--- config.mk ---
export PLATFORM = sky130hd
export DESIGN_NAME = iret_unit
export DESIGN_NICKNAME = d
export VERILOG_FILES = /design/src/rtl/iret_pkg.sv /design/src/rtl/iret_fault_arb.sv /design/src/rtl/iret_legacy_xform.sv /design/src/rtl/iret_unit.sv
export SDC_FILE = /design/constraint.sdc
export NUM_CORES = 1
export LEC_CHECK = 0
export CORE_MARGIN = 1.5
export CORE_UTILIZATION = 50
export CTS_CLUSTER_DIAMETER = 50
export CTS_CLUSTER_SIZE = 12
export DETAILED_ROUTE_END_ITERATION = 10
export GPL_TIMING_DRIVEN = 0
export PLACE_DENSITY = 0.88
export SETUP_SLACK_MARGIN = 0.4
export SKIP_CTS_REPAIR_TIMING = 1
export SYNTH_ARGS = -nofsm -noshare
export SYNTH_HDL_FRONTEND = slang
export SYNTH_HIERARCHICAL = 1
export SYNTH_SLANG_ARGS = --single-unit
export TNS_END_PERCENT = 30
--- constraint.sdc ---
create_clock -name clk -period 8.4 [get_ports clk]
set_input_delay 1.68 -clock clk [delete_from_list [all_inputs] [get_ports clk]]
set_output_delay 1.68 -clock clk [all_outputs]
set_load 0.02 [all_outputs]
--- src/rtl/iret_pkg.sv ---
package iret_pkg;

    localparam int ST_W     = 12;
    localparam int FRM_W    = 7;
    localparam int FRM_FLDS = 6;
    localparam int FRM_TOT  = FRM_W * FRM_FLDS;

    typedef struct packed {
        logic [1:0] priv;
        logic       virt;
        logic       iset;
        logic       icoll;
        logic       dxlat;
        logic       mchk;
        logic       ixlat;
        logic       dacc_off;
        logic       ddbg_off;
        logic       iacc_off;
        logic       xdef_off;
    } stat_t;

    typedef struct packed {
        logic [FRM_W-1:0] size_all;
        logic [FRM_W-1:0] size_loc;
        logic [FRM_W-1:0] size_rot;
        logic [FRM_W-1:0] base_gr;
        logic [FRM_W-1:0] base_fr;
        logic [FRM_W-1:0] base_pr;
    } frame_t;

    typedef enum logic [1:0] {
        FLT_NONE = 2'd0,
        FLT_PRIV = 2'd1,
        FLT_VIRT = 2'd2
    } fault_e;

    // Legacy entry drops the four disable bits.
    function automatic stat_t strip_disables(stat_t s);
        stat_t r;
        r          = s;
        r.dacc_off = 1'b0;
        r.ddbg_off = 1'b0;
        r.iacc_off = 1'b0;
        r.xdef_off = 1'b0;
        return r;
    endfunction

    // Saved status that cannot legally resume legacy code.
    function automatic logic legacy_illegal(stat_t s);
        return !s.icoll || !s.dxlat || s.mchk || !s.ixlat;
    endfunction

endpackage

--- src/rtl/iret_fault_arb.sv ---
module iret_fault_arb
    import iret_pkg::*;
(
    input  stat_t  cur,
    output fault_e code
);
    always_comb begin
        if (cur.priv != 2'd0)
            code = FLT_PRIV;
        else if (cur.virt)
            code = FLT_VIRT;
        else
            code = FLT_NONE;
    end
endmodule

--- src/rtl/iret_legacy_xform.sv ---
module iret_legacy_xform
    import iret_pkg::*;
#(
    parameter int IP_W  = 64,
    parameter int WIN_W = 16
) (
    input  stat_t            saved,
    input  logic [IP_W-1:0]  saved_ip,
    input  logic [31:0]      seg_base,
    input  logic             seg16,
    input  frame_t           frame_in,
    output stat_t            nxt_stat,
    output logic [IP_W-1:0]  nxt_ip,
    output frame_t           nxt_frame,
    output logic             nxt_undef,
    output logic             nxt_gp
);
    localparam int PAD_W = IP_W - 32;

    logic [31:0] rebased;
    logic        outside;

    assign rebased = saved_ip[31:0] - seg_base;

    generate
        if (WIN_W >= 32) begin : g_nowin
            assign outside = 1'b0;
        end else begin : g_win
            assign outside = |rebased[31:WIN_W];
        end
    endgenerate

    always_comb begin
        if (saved.iset) begin
            nxt_stat  = strip_disables(saved);
            nxt_ip    = {{PAD_W{1'b0}}, rebased};
            nxt_frame = '0;
            nxt_undef = legacy_illegal(saved);
            nxt_gp    = seg16 && outside;
        end else begin
            nxt_stat  = saved;
            nxt_ip    = saved_ip;
            nxt_frame = frame_in;
            nxt_undef = 1'b0;
            nxt_gp    = 1'b0;
        end
    end
endmodule

--- src/rtl/iret_unit.sv ---
module iret_unit
    import iret_pkg::*;
#(
    parameter int IP_W  = 64,
    parameter int WIN_W = 16
) (
    input  logic               clk,
    input  logic               rst,
    input  logic               req_valid,
    input  logic [ST_W-1:0]    cur_status,
    input  logic [ST_W-1:0]    saved_status,
    input  logic [IP_W-1:0]    saved_ip,
    input  logic [31:0]        seg_base,
    input  logic               seg16,
    input  logic [FRM_TOT-1:0] frame_in,
    output logic               done,
    output logic               fault_priv,
    output logic               fault_virt,
    output logic               undef_flag,
    output logic               gp_fault,
    output logic [ST_W-1:0]    live_status,
    output logic [IP_W-1:0]    ip_out,
    output logic [FRM_TOT-1:0] frame_out
);
    fault_e          fcode;
    stat_t           nxt_stat;
    logic [IP_W-1:0] nxt_ip;
    frame_t          nxt_frame;
    logic            nxt_undef;
    logic            nxt_gp;

    iret_fault_arb u_arb (
        .cur  (stat_t'(cur_status)),
        .code (fcode)
    );

    iret_legacy_xform #(
        .IP_W  (IP_W),
        .WIN_W (WIN_W)
    ) u_xform (
        .saved     (stat_t'(saved_status)),
        .saved_ip  (saved_ip),
        .seg_base  (seg_base),
        .seg16     (seg16),
        .frame_in  (frame_t'(frame_in)),
        .nxt_stat  (nxt_stat),
        .nxt_ip    (nxt_ip),
        .nxt_frame (nxt_frame),
        .nxt_undef (nxt_undef),
        .nxt_gp    (nxt_gp)
    );

    always_ff @(posedge clk) begin
        if (rst) begin
            done        <= 1'b0;
            fault_priv  <= 1'b0;
            fault_virt  <= 1'b0;
            undef_flag  <= 1'b0;
            gp_fault    <= 1'b0;
            live_status <= '0;
            ip_out      <= '0;
            frame_out   <= '0;
        end else begin
            done       <= req_valid;
            fault_priv <= 1'b0;
            fault_virt <= 1'b0;
            undef_flag <= 1'b0;
            gp_fault   <= 1'b0;
            if (req_valid) begin
                case (fcode)
                    FLT_PRIV: fault_priv <= 1'b1;
                    FLT_VIRT: fault_virt <= 1'b1;
                    default: begin
                        live_status <= nxt_stat;
                        ip_out      <= nxt_ip;
                        frame_out   <= nxt_frame;
                        undef_flag  <= nxt_undef;
                        gp_fault    <= nxt_gp;
                    end
                endcase
            end
        end
    end
endmodule

# After elaboration in Yosys (flattened, before gate mapping)
# Cells that the tools add are included.
# Widths: inputs -> output; s select.
[classes]
add_sub_neg = 1
eq_ne = 2
mux = 7
bitwise_logic = 3
n_reduce_logical = 13
[op_table]
columns = ["op", "n"]
rows = [
  ["$mux 64", 1],
  ["$mux 42", 1],
  ["$sub 32x32->32", 1],
  ["$reduce_or 16->1", 1],
  ["$mux 9", 1],
  ["$reduce_or 5->1", 1],
  ["$mux 2", 2],
  ["$reduce_or 2->1", 2],
  ["$logic_not 1->1", 3],
  ["$logic_or 1x1->1", 3],
  ["$not 1->1", 3],
  ["$eq 2x1->1 const B", 1],
  ["$eq 2x2->1 const B", 1],
  ["$mux 1", 2],
  ["$reduce_and 2->1", 1],
  ["$reduce_bool 2->1", 1],
  ["$logic_and 1x1->1", 1],
]
[word_totals]
reg_bits = 123
inputBits = 166
output_inout_bits = 123
word_cells = 34

# Longest topological paths before layout
# Gate-level depths: netlist of run 1.
[depth]
word_depth = 6
mapped_depth = 14
ltp_nobuf = 14

# Modules after synthesis
# Netlist of run 1, hierarchy kept.
[modules_own_cells]
columns = ["module", "instances", "cells_each", "area_per_inst_um2", "seq_area_each_um2"]
rows = [
  ["iret_unit", 1, 551, 5212.5, 2462.4],
  ["iret_legacy_xform", 1, 458, 3010.4, 0.0],
  ["iret_fault_arb", 1, 2, 13.8, 0.0],
]

# Least setup slack after synthesis of run 1
# OpenSTA, ideal clock, no wires.
[synth_timing]
path_kind = "input to register"
start = "input port seg_base[18]"
end = "register gp_fault"
setup_time_ns = 0.116
t_arrival_ns = 3.925
required_ns = 8.284
setup_slack_ns = 4.359
stages = 13
n_path_buf = 1
cell_sequence = "inv_1 > ha_1 > buf_6 > and3_4 > and2_4 > or4_1 > nand3_1 > a211oi_1 > nor4_1 > nand4b_1 > nor4bb_1 > a31oi_1 > and3_1"
[synth_via]
elab_chain_len = 3
[synth_rtl]
columns = ["element", "line_no", "source"]
rows = [
  ["start: declaration", "iret_unit.sv:13", "input logic [31:0] seg_base,"],
  ["$sub 32x32->32", "iret_legacy_xform.sv:23", "assign rebased = saved_ip[31:0] - seg_base;"],
  ["$reduce_or 16->1", "iret_legacy_xform.sv:29", "assign outside = |rebased[31:WIN_W];"],
  ["$logic_and 1x1->1", "iret_legacy_xform.sv:39", "nxt_gp = seg16 && outside;"],
  ["end signal: assignment", "iret_unit.sv:78", "gp_fault <= nxt_gp;"],
  ["end: declaration", "iret_unit.sv:20", "output logic gp_fault,"],
]
# No other way between the ends.
# A chain may end at the register's enable or synchronous reset.

# Worst setup path in the final report of run 1
[layout_timing]
start = "input port saved_ip[0]"
end = "register gp_fault"
[layout_via]
elab_chain_len = 3
[layout_rtl]
columns = ["element", "line_no", "source"]
rows = [
  ["start: declaration", "iret_unit.sv:12", "input logic [IP_W-1:0] saved_ip,"],
  ["$sub 32x32->32", "iret_legacy_xform.sv:23", ""],
  ["$reduce_or 16->1", "iret_legacy_xform.sv:29", ""],
  ["$logic_and 1x1->1", "iret_legacy_xform.sv:39", ""],
]
# No other way between the ends.

==> results of run 1 <==
[state kept, by name, indices dropped and copies added (netlist names)]
register and cells:
ip_out 64, frame_out 42, live_status 12, done 1, fault_priv 1, fault_virt 1, gp_fault 1, undef_flag 1
[synthesized netlist by cell type (14+ instances only)]
library cell,count,area [um^2]
nand2_1,20,75.07
buf_2,54,270.3
mux2_2,21,236.5
ha_1,33,412.9
a21o_1,14,105.1
inv_1,46,172.7
dfxtp_1,123,2462
o21ai_0,22,110.1
a21bo_2,118,1181
nor2b_1,78,488.0
clkbuf_1,29,108.9
xnor2_1,15,131.4
a21oi_1,154,770.7
nand3_1,129,645.6
nor2_1,22,82.58
[cells in the final DEF, fill, tap and decap left out, types with 4 or more instances in the layout]
master	count
o211ai_1	5
a21o_1	14
and3_1	4
xor2_1	10
nor2_1	22
xnor2_1	15
dfxtp_1	123
buf_2	54
nand2b_1	9
a211oi_1	6
nand4_1	9
inv_1	46
ha_1	33
clkdlybuf4s50_1	274
a21bo_2	118
o21ai_0	22
mux2i_1	7
nand2_1	20
o21ai_1	11
a31oi_1	6
a21oi_1	154
clkbuf_1	30
nor2b_1	78
nand3_1	129
mux2_2	21
clkbuf_16	17
buf_4	12
nor3_1	11
[layout make-up]
class                   instances  share of cell area, %
multi-input cells             745                  43.24
plain buffers                  97                  4.091
clock buffers                  19                  3.742
repair buffers                274                  23.17
well taps                     216                  2.284
clock inverters                13                  1.205
inverters                      46                  1.459
flip-flops and latches        123                  20.81
[power by group through the flow]
stage	clock, mW	combinational, mW	sequential (mW)
3_5_place_dp	0	0.496	0.628
2_1_floorplan	0	0.276	0.653
4_1_cts	0.737	0.501	0.616
6_report	0.731	0.507	0.616
3_3_place_gp	0	0.489	0.627
5_1_grt	0.764	0.545	0.618
[per-layer routing]
layer / GRT usage [%] / share of wire [%] / up-vias
met2: 54.50 / 48 / 403
met4: 13.21 / 3.0 / 0
li1: - / - / 4162
met1: 36.29 / 40 / 4017
met5: 0 / 0 / -
met3: 8.603 / 8.5 / 61
[worst min-delay path: cells and delay by family (launching register included)]
kind	cells	cell delay, ns
flip-flops	1	0.30
AO/OA/AOI/OAI	2	0.22
[worst max path at each step]
stage               cells after the start  slack [ns]    startpoint        to
floorplan                              13        4.36  seg_base[18]  gp_fault
global placement                       14        3.32   saved_ip[0]  gp_fault
detailed placement                     14        3.24   saved_ip[0]  gp_fault
CTS                                    14        3.66   saved_ip[0]  gp_fault
global route                           14        3.38   saved_ip[0]  gp_fault
finish                                 14        3.58   saved_ip[0]  gp_fault
[cells by family after synthesis]
kind of cell | Yosys count | synth area share, %
flops | 123 | 29.90
buf+inv | 143 | 7.975
mux | 28 | 3.722
xor+xnor | 25 | 2.658
fa+ha+maj | 34 | 5.256
simple gates | 304 | 20.08
compound gates | 354 | 30.41
==> run metrics, run 1 <==
Ys Warns=6; FF+latch area=0.002462 mm^2; Clock Sink Count=123; PwrDens=156.7 mW/mm^2; fin area=0.01184 mm^2; Slowest-stage cell, CP=clkdlybuf4s50_1; die height=131.4 um; Final TNS setup=0 ns; Overflow after GRT=0; Clock power frac=39.4%; fin. max-slew vios=0; delay-heaviest family, CP=compound AO/OA/AOI/OAI gates; first-pass GRT wire length=43080 um; Vias=8643; share of layout cells above drive strength 1=18.60%; n_diodes=0; number of detailed-route iterations in the first pass=5; Crit path largest cell delay=0.46 ns; Place WS=3.242 ns; relative slew slack=43.88%; largest fanout on the critical path=3; Net Sw Power=0.5641 mW; Final Cycle Share=57.42%; Fill cells=1226; Peak VDD IR=0.0001379 V; Main synth FF type=dfxtp_1; largest net degree at the start of global routing=17; Worst Clk Skew=0 ns; number of global-route vias before repair=8405; final setup fails=0; clk root buf=clkbuf_16; max-cap viol count=0; type of element launching the critical path=input pin; overall power=1.855 mW; crit path cell chain=clkdlybuf4s50_1 > inv_1 > ha_1 > fa_1 > nand2b_1 > a21oi_1 > o21a_1 > a211oi_1 > o21ai_1 > o21ai_1 > o2111a_1 > nor3_1 > a31oi_1 > and3_1; count of cell types in the netlist=55; core area=0.01600 mm^2; total global-route track usage=31.37%; PortBufs=274; Internal=1.290 mW; total CTS buffers=17; footprint of the multi-input gates=0.005117 mm^2; buffers and inverters on the worst path=2; Area Growth Syn to Fin=43.69%; Sw Share=30.42%; Crit path arrival time=5.13 ns; Iter 0 DRT Violations=546; Comb pwr share=27.4%; num rows=46; worst skew pair latency=0.42 ns; Worst Hold Path Cells=2; Hold Crit Endpoint=frame_out[35]; Worst Setup End Kind=flip-flop; DR WL/cell=18.10 um; Peak Freq=207.3 MHz; remaining routing DRC violations=0; Hold Worst Slack=0.5724 ns; crit path time final=4.824 ns; gp weighted congestion=0.9324; Setup Crit Path Kind=in2reg; syn_area_per_cell=8.147 um^2; starting density of the core=51.48%; Seq cells post-synth=123; Hold Path Origin=frame_out[35]; Clock Pin Slew Worst Setup and Hold Paths=0.06 ns; Vias/cell=5.638; Reg-to-Reg End=frame_out[15]; Die ar.=0.01725 mm^2; RSZ-0062 raised after global routing=no; Core Util, Final=73.97%; Register-to-Register Path Depth=2; Hold Crit Class=reg2reg; Final WS setup=3.576 ns; Non-Filler Instances=1533; synthesized net count=1211; Leak=4.655 nW; Max Root-Sink Buffers=2; placed wire-length estimate=20680 um; final hold vios=0; initial antenna violation count=0; Slew @ Worst Pin=0.8417 ns; placed cells=1501; outcome=completed; Data required, critical path=8.71 ns; CP most frequent cell=o21ai_1; cells after synthesis=1011; Placement Cell Area=0.01125 mm^2; EDFF count, synth=0; final WL=27750 um; Post-Syn Area=0.008237 mm^2; CTS tree=built; Reg power frac=33.2%; Seq/Total Area, Yosys=29.90%; ys async rst share=0%; Final ANT Viol Nets=0; H-tree depth=4; Worst R2R Setup Slack=7.56 ns; NumNets Final=1504; # IOs=289; Die Width=131.4 um; Reg-to-Reg Start=frame_out[15]
(Power assumes the default switching activity.)
==> run 2: changes to the inputs <==
Settings changed: CORE_UTILIZATION 50 to 42, PLACE_DENSITY 0.88 to 0.78.
Clock period 8.4 ns to 4.2 ns, I/O delays scaled along.
==> run 2 against run 1 <==
Compared with the run above: setup slack lost 3.1 ns; clock skew stayed put; utilization is 11 points lower; clock power rose by 82%; critical path depth unchanged; sequential cell count unchanged; first-iteration DRC count is 14% lower; non-clock buffer count grew 9; critical endpoint unchanged.
==> run metrics, run 2 (synthesis results as in run 1) <==
Reg-to-Reg End=ip_out[16]; Setup Crit Path Kind=in2reg; delay-heaviest family, CP=simple AND/OR/NAND/NOR gates; met1 Use GR=32.77%; Area Growth Syn to Fin=47.43%; RSZ-0062 raised after global routing=no; outcome=completed; crit path cell chain=clkdlybuf4s50_1 > inv_1 > ha_1 > nand4_1 > nor3_2 > o21ai_2 > o21ai_2 > buf_4 > xor2_1 > a211oi_2 > nand4b_1 > nor4bb_4 > a31oi_2 > and3_1; Core Util, Final=62.80%; share of layout cells above drive strength 1=21.75%; PortBufs=274; total global-route track usage=25.62%; most frequent cells in the layout=clkdlybuf4s50_1 (272), a21oi_1 (148), nand3_1 (129); PwrDens=298.1 mW/mm^2; num rows=51; Reg-to-Reg Start=ip_out[16]; largest net degree at the start of global routing=17; Reg power frac=34.1%; largest registers=ip_out x64, frame_out x42, live_status x12; Max Root-Sink Buffers=2; Peak Freq=267.4 MHz; Final Cycle Share=89.04%; total CTS buffers=17; Global Route met2 Usage=41.06%; Sw Share=30.39%; DR WL/cell=17.13 um; Crit path arrival time=4.03 ns; first-pass GRT wire length=41200 um; number of global-route vias before repair=7849; Hold Crit Class=reg2reg; Clock power frac=36.8%; Worst Hold Path Cells=2; buffers and inverters on the worst path=3; Slowest-stage cell, CP=clkdlybuf4s50_1; Non-Filler Instances=1589; Hold Crit Endpoint=frame_out[19]; initial antenna violation count=0; placed cells=1550; Die Width=143.0 um; busiest layer in global routing=met2; number of detailed-route iterations in the first pass=5; largest fanout on the critical path=6; final WL=27220 um; Vias/cell=5.367; Leak=4.738 nW; Comb pwr share=29.1%; fin. max-slew vios=0; Crit path largest cell delay=0.47 ns; Internal=2.520 mW; Worst Setup End Kind=flip-flop; die height=143.0 um; Top reg by flops=ip_out; crit path time final=3.740 ns; CTS tree=built; Die ar.=0.02046 mm^2; worst skew pair latency=0.40 ns; NumNets Final=1513; Register-to-Register Path Depth=2; type of element launching the critical path=input pin; Fill cells=1690; max-cap viol count=0; Hold Path Origin=frame_out[19]; Worst Clk Skew=0 ns; Largest register FFs=64; final hold vios=0; Vias=8528; CP most frequent cell=o21ai_2; Clock Sink Count=123; Worst R2R Setup Slack=3.35 ns; Net Sw Power=1.100 mW; relative slew slack=47.74%; Peak VDD IR=0.0002537 V; met3 GRT Util=8.216%; Data required, critical path=4.49 ns; H-tree depth=4; remaining routing DRC violations=0; gp weighted congestion=0.8951; Final ANT Viol Nets=0; starting density of the core=42.60%; Slew @ Worst Pin=0.7839 ns; Clock Pin Slew Worst Setup and Hold Paths=0.06 ns; final setup fails=0; n_diodes=0; core area=0.01933 mm^2; Overflow after GRT=0; Iter 0 DRT Violations=468; most common cell after layout, fill and taps aside=clkdlybuf4s50_1; placed wire-length estimate=20240 um; # IOs=289; clk root buf=clkbuf_16
## run 2: layout make-up
type	instances	area [um^2]	area share [%]
plain buffers	97	503.0	4.142
clock buffers	18	429.2	3.534
clock inverters	12	102.6	0.8449
inverters	46	172.7	1.422
multi-input cells	745	5326	43.86
flip-flops and latches	123	2462	20.28
well taps	265	331.6	2.731
repair buffers	283	2815	23.18
## run 2: worst max-delay path by stage
stage	cells after the start	from	end
finish	14	seg_base[14]	gp_fault
floorplan	13	seg_base[18]	gp_fault
global route	15	seg_base[12]	gp_fault
global placement	14	saved_ip[0]	gp_fault
detailed placement	14	saved_ip[0]	gp_fault
CTS	14	saved_ip[0]	gp_fault
## run 2: power groups by stage
stage               sequential (mW)  clock (mW)  combinational (mW)
global route                   1.24        1.40                1.14
floorplan                      1.31           0               0.552
global placement               1.26           0               0.981
detailed placement             1.26           0               0.988
finish                         1.23        1.33                1.05
CTS                            1.23        1.35               0.994
## run 2: worst reg2reg max path: stages, from the launching register on
cell and delay [ns]:
dfxtp_1 0.40, a21bo_2 0.24, a21oi_1 0.14
## run 2: per-stage QoR
| step | power [mW] | setup TNS (ns) | setup slack (ns) | hold slack (ns) | instance area (um^2) |
|---|---|---|---|---|---|
| 2_1_floorplan | 1.857 | 0 | 0.9994 | 0.6531 | 8237 |
| 3_3_place_gp | 2.237 | -0.08671 | -0.08671 | 0.5582 | 11310 |
| 3_5_place_dp | 2.246 | -0.09381 | -0.09041 | 0.5636 | 11310 |
| 4_1_cts | 3.577 | 0 | 0.3235 | 0.5706 | 11840 |
| 5_1_grt | 3.777 | 0 | 0.3917 | 0.5824 | 12140 |
| 6_report | 3.620 | 0 | 0.4605 | 0.5680 | 12140 |
## run 2: metal layers
| layer | wire length, um | share of wire [%] | up-vias |
|---|---|---|---|
| li1 | - | - | 4192 |
| met1 | 11520 | 42 | 3950 |
| met3 | 2458 | 9.0 | 40 |
| met4 | 532 | 2.0 | 0 |
| met5 | 0 | 0 | - |
| met2 | 12700 | 47 | 346 |
==> run 3: changes to the inputs <==
Settings changed: SETUP_SLACK_MARGIN 0.4 to 0.02.
==> run 3 against run 2 <==
Compared with the run above: register-to-register slack about the same; worst hold slack about the same; clock skew unchanged; power down 1.5%; non-clock buffer count down 9; clock-buffer cell count unchanged; global-route usage unchanged; critical path depth unchanged; sequential share of layout area up 0.51 points; largest cell class unchanged; highest routed layer unchanged.
==> run metrics, run 3 (synthesis results as in run 1) <==
overall power=3.565 mW; PortBufs=274; most frequent cells in the layout=clkdlybuf4s50_1 (274), a21oi_1 (154), nand3_1 (129); final WL=26700 um; Data required, critical path=4.49 ns; Final ANT Viol Nets=0; worst skew pair latency=0.40 ns; largest net degree at the start of global routing=17; starting density of the core=42.60%; die height=143.0 um; Slew @ Worst Pin=0.7690 ns; max-cap viol count=0; final hold vios=0; Clock Sink Count=123; DR WL/cell=16.90 um; Final WS setup=0.2360 ns; initial antenna violation count=0; Hold Worst Slack=0.5680 ns; H-tree depth=4; Setup Crit Path Kind=in2reg; CTS tree=built; placed wire-length estimate=20240 um; Clock Pin Slew Worst Setup and Hold Paths=0.06 ns; Vias/cell=5.353; num rows=51; final setup fails=0; Max Root-Sink Buffers=2; Overflow after GRT=0; Peak Freq=252.3 MHz; Die Width=143.0 um; Crit path largest cell delay=0.45 ns; PwrDens=301.0 mW/mm^2; NumNets Final=1504; CP most frequent cell=o21ai_1; n_diodes=0; Area Growth Syn to Fin=43.78%; Final Cycle Share=94.38%; fin. max-slew vios=0; outcome=completed; core area=0.01933 mm^2; Largest register FFs=64; Crit path arrival time=4.26 ns; Worst Clk Skew=0 ns; Place WS=-0.09041 ns; Hold Crit Class=reg2reg; Worst Setup End Kind=flip-flop; crit path time final=3.964 ns; Non-Filler Instances=1580; most common cell after layout, fill and taps aside=clkdlybuf4s50_1; Vias=8458; placed cells=1550; largest registers=ip_out x64, frame_out x42, live_status x12; clk root buf=clkbuf_16; remaining routing DRC violations=0; number of global-route vias before repair=7849; type of element launching the critical path=input pin; number of detailed-route iterations in the first pass=5; Peak VDD IR=0.0002550 V; Leak=4.625 nW; total global-route track usage=25.62%; relative slew slack=48.74%; share of layout cells above drive strength 1=18.48%; Slowest-stage cell, CP=clkdlybuf4s50_1; RSZ-0062 raised after global routing=no; crit path cell chain=clkdlybuf4s50_1 > inv_1 > ha_1 > fa_1 > nand2b_1 > a21oi_1 > o21a_1 > a211oi_1 > o21ai_1 > o21ai_1 > xnor2_1 > nor4bb_1 > a31oi_1 > and3_1; Die ar.=0.02046 mm^2; first-pass GRT wire length=41200 um; largest fanout on the critical path=3; gp weighted congestion=0.8951; Iter 0 DRT Violations=535; # IOs=289; Top reg by flops=ip_out; total CTS buffers=17
==> run 3: per-stage QoR <==
stage | area [um^2] | util (%) | setup TNS (ns)
floorplan | 8237 | - | 0
global placement | 11310 | 58.50 | -0.08671
detailed placement | 11310 | 58.50 | -0.09381
CTS | 11840 | 61.25 | 0
global route | 11840 | 61.25 | 0
finish | 11840 | 61.25 | 0
==> run 3: worst paths after layout <==
kind                                    start       endpoint  slack (ns)  cells after the start
worst max-delay path              saved_ip[0]       gp_fault        0.24                     14
worst min-delay path            frame_out[19]  frame_out[19]        0.57                      2
worst max register to register     ip_out[16]     ip_out[16]        3.34                      2
worst min register to register  frame_out[19]  frame_out[19]        0.57                      2
==> run 3: per-layer routing <==
layer  share of wire (%)  GRT usage (%)  up-vias
met5                   0              0        -
met4                 2.2          7.542        0
met3                 9.1          8.216       42
met2                  46          41.06      332
met1                  43          32.77     3911
li1                    -              -     4173
==> run 3: critical path, delay by kind of cell <==
family | cells | cell delay [ns]
compound gates | 6 | 1.28
simple gates | 3 | 0.81
fa+ha+maj | 2 | 0.61
buf+inv | 2 | 0.50
xor+xnor | 1 | 0.23
==> run 3: where the power goes <==
| part | internal, mW | leakage [nW] | switching, mW |
|---|---|---|---|
| Combinational | 0.477 | 3.37 | 0.523 |
| Clock | 0.802 | 0.254 | 0.530 |
| Sequential | 1.21 | 0.998 | 0.0224 |
==> run 3: area by class of cell <==
type | count | area (um^2)
Buffer | 97 | 484.2
Clock buffer | 18 | 429.2
Clock inverter | 12 | 102.6
Fill cell | 1722 | 7492
Inverter | 46 | 172.7
Multi-Input combinational cell | 745 | 5117
Sequential cell | 123 | 2462
Tap cell | 265 | 331.6
Timing Repair Buffer | 274 | 2743
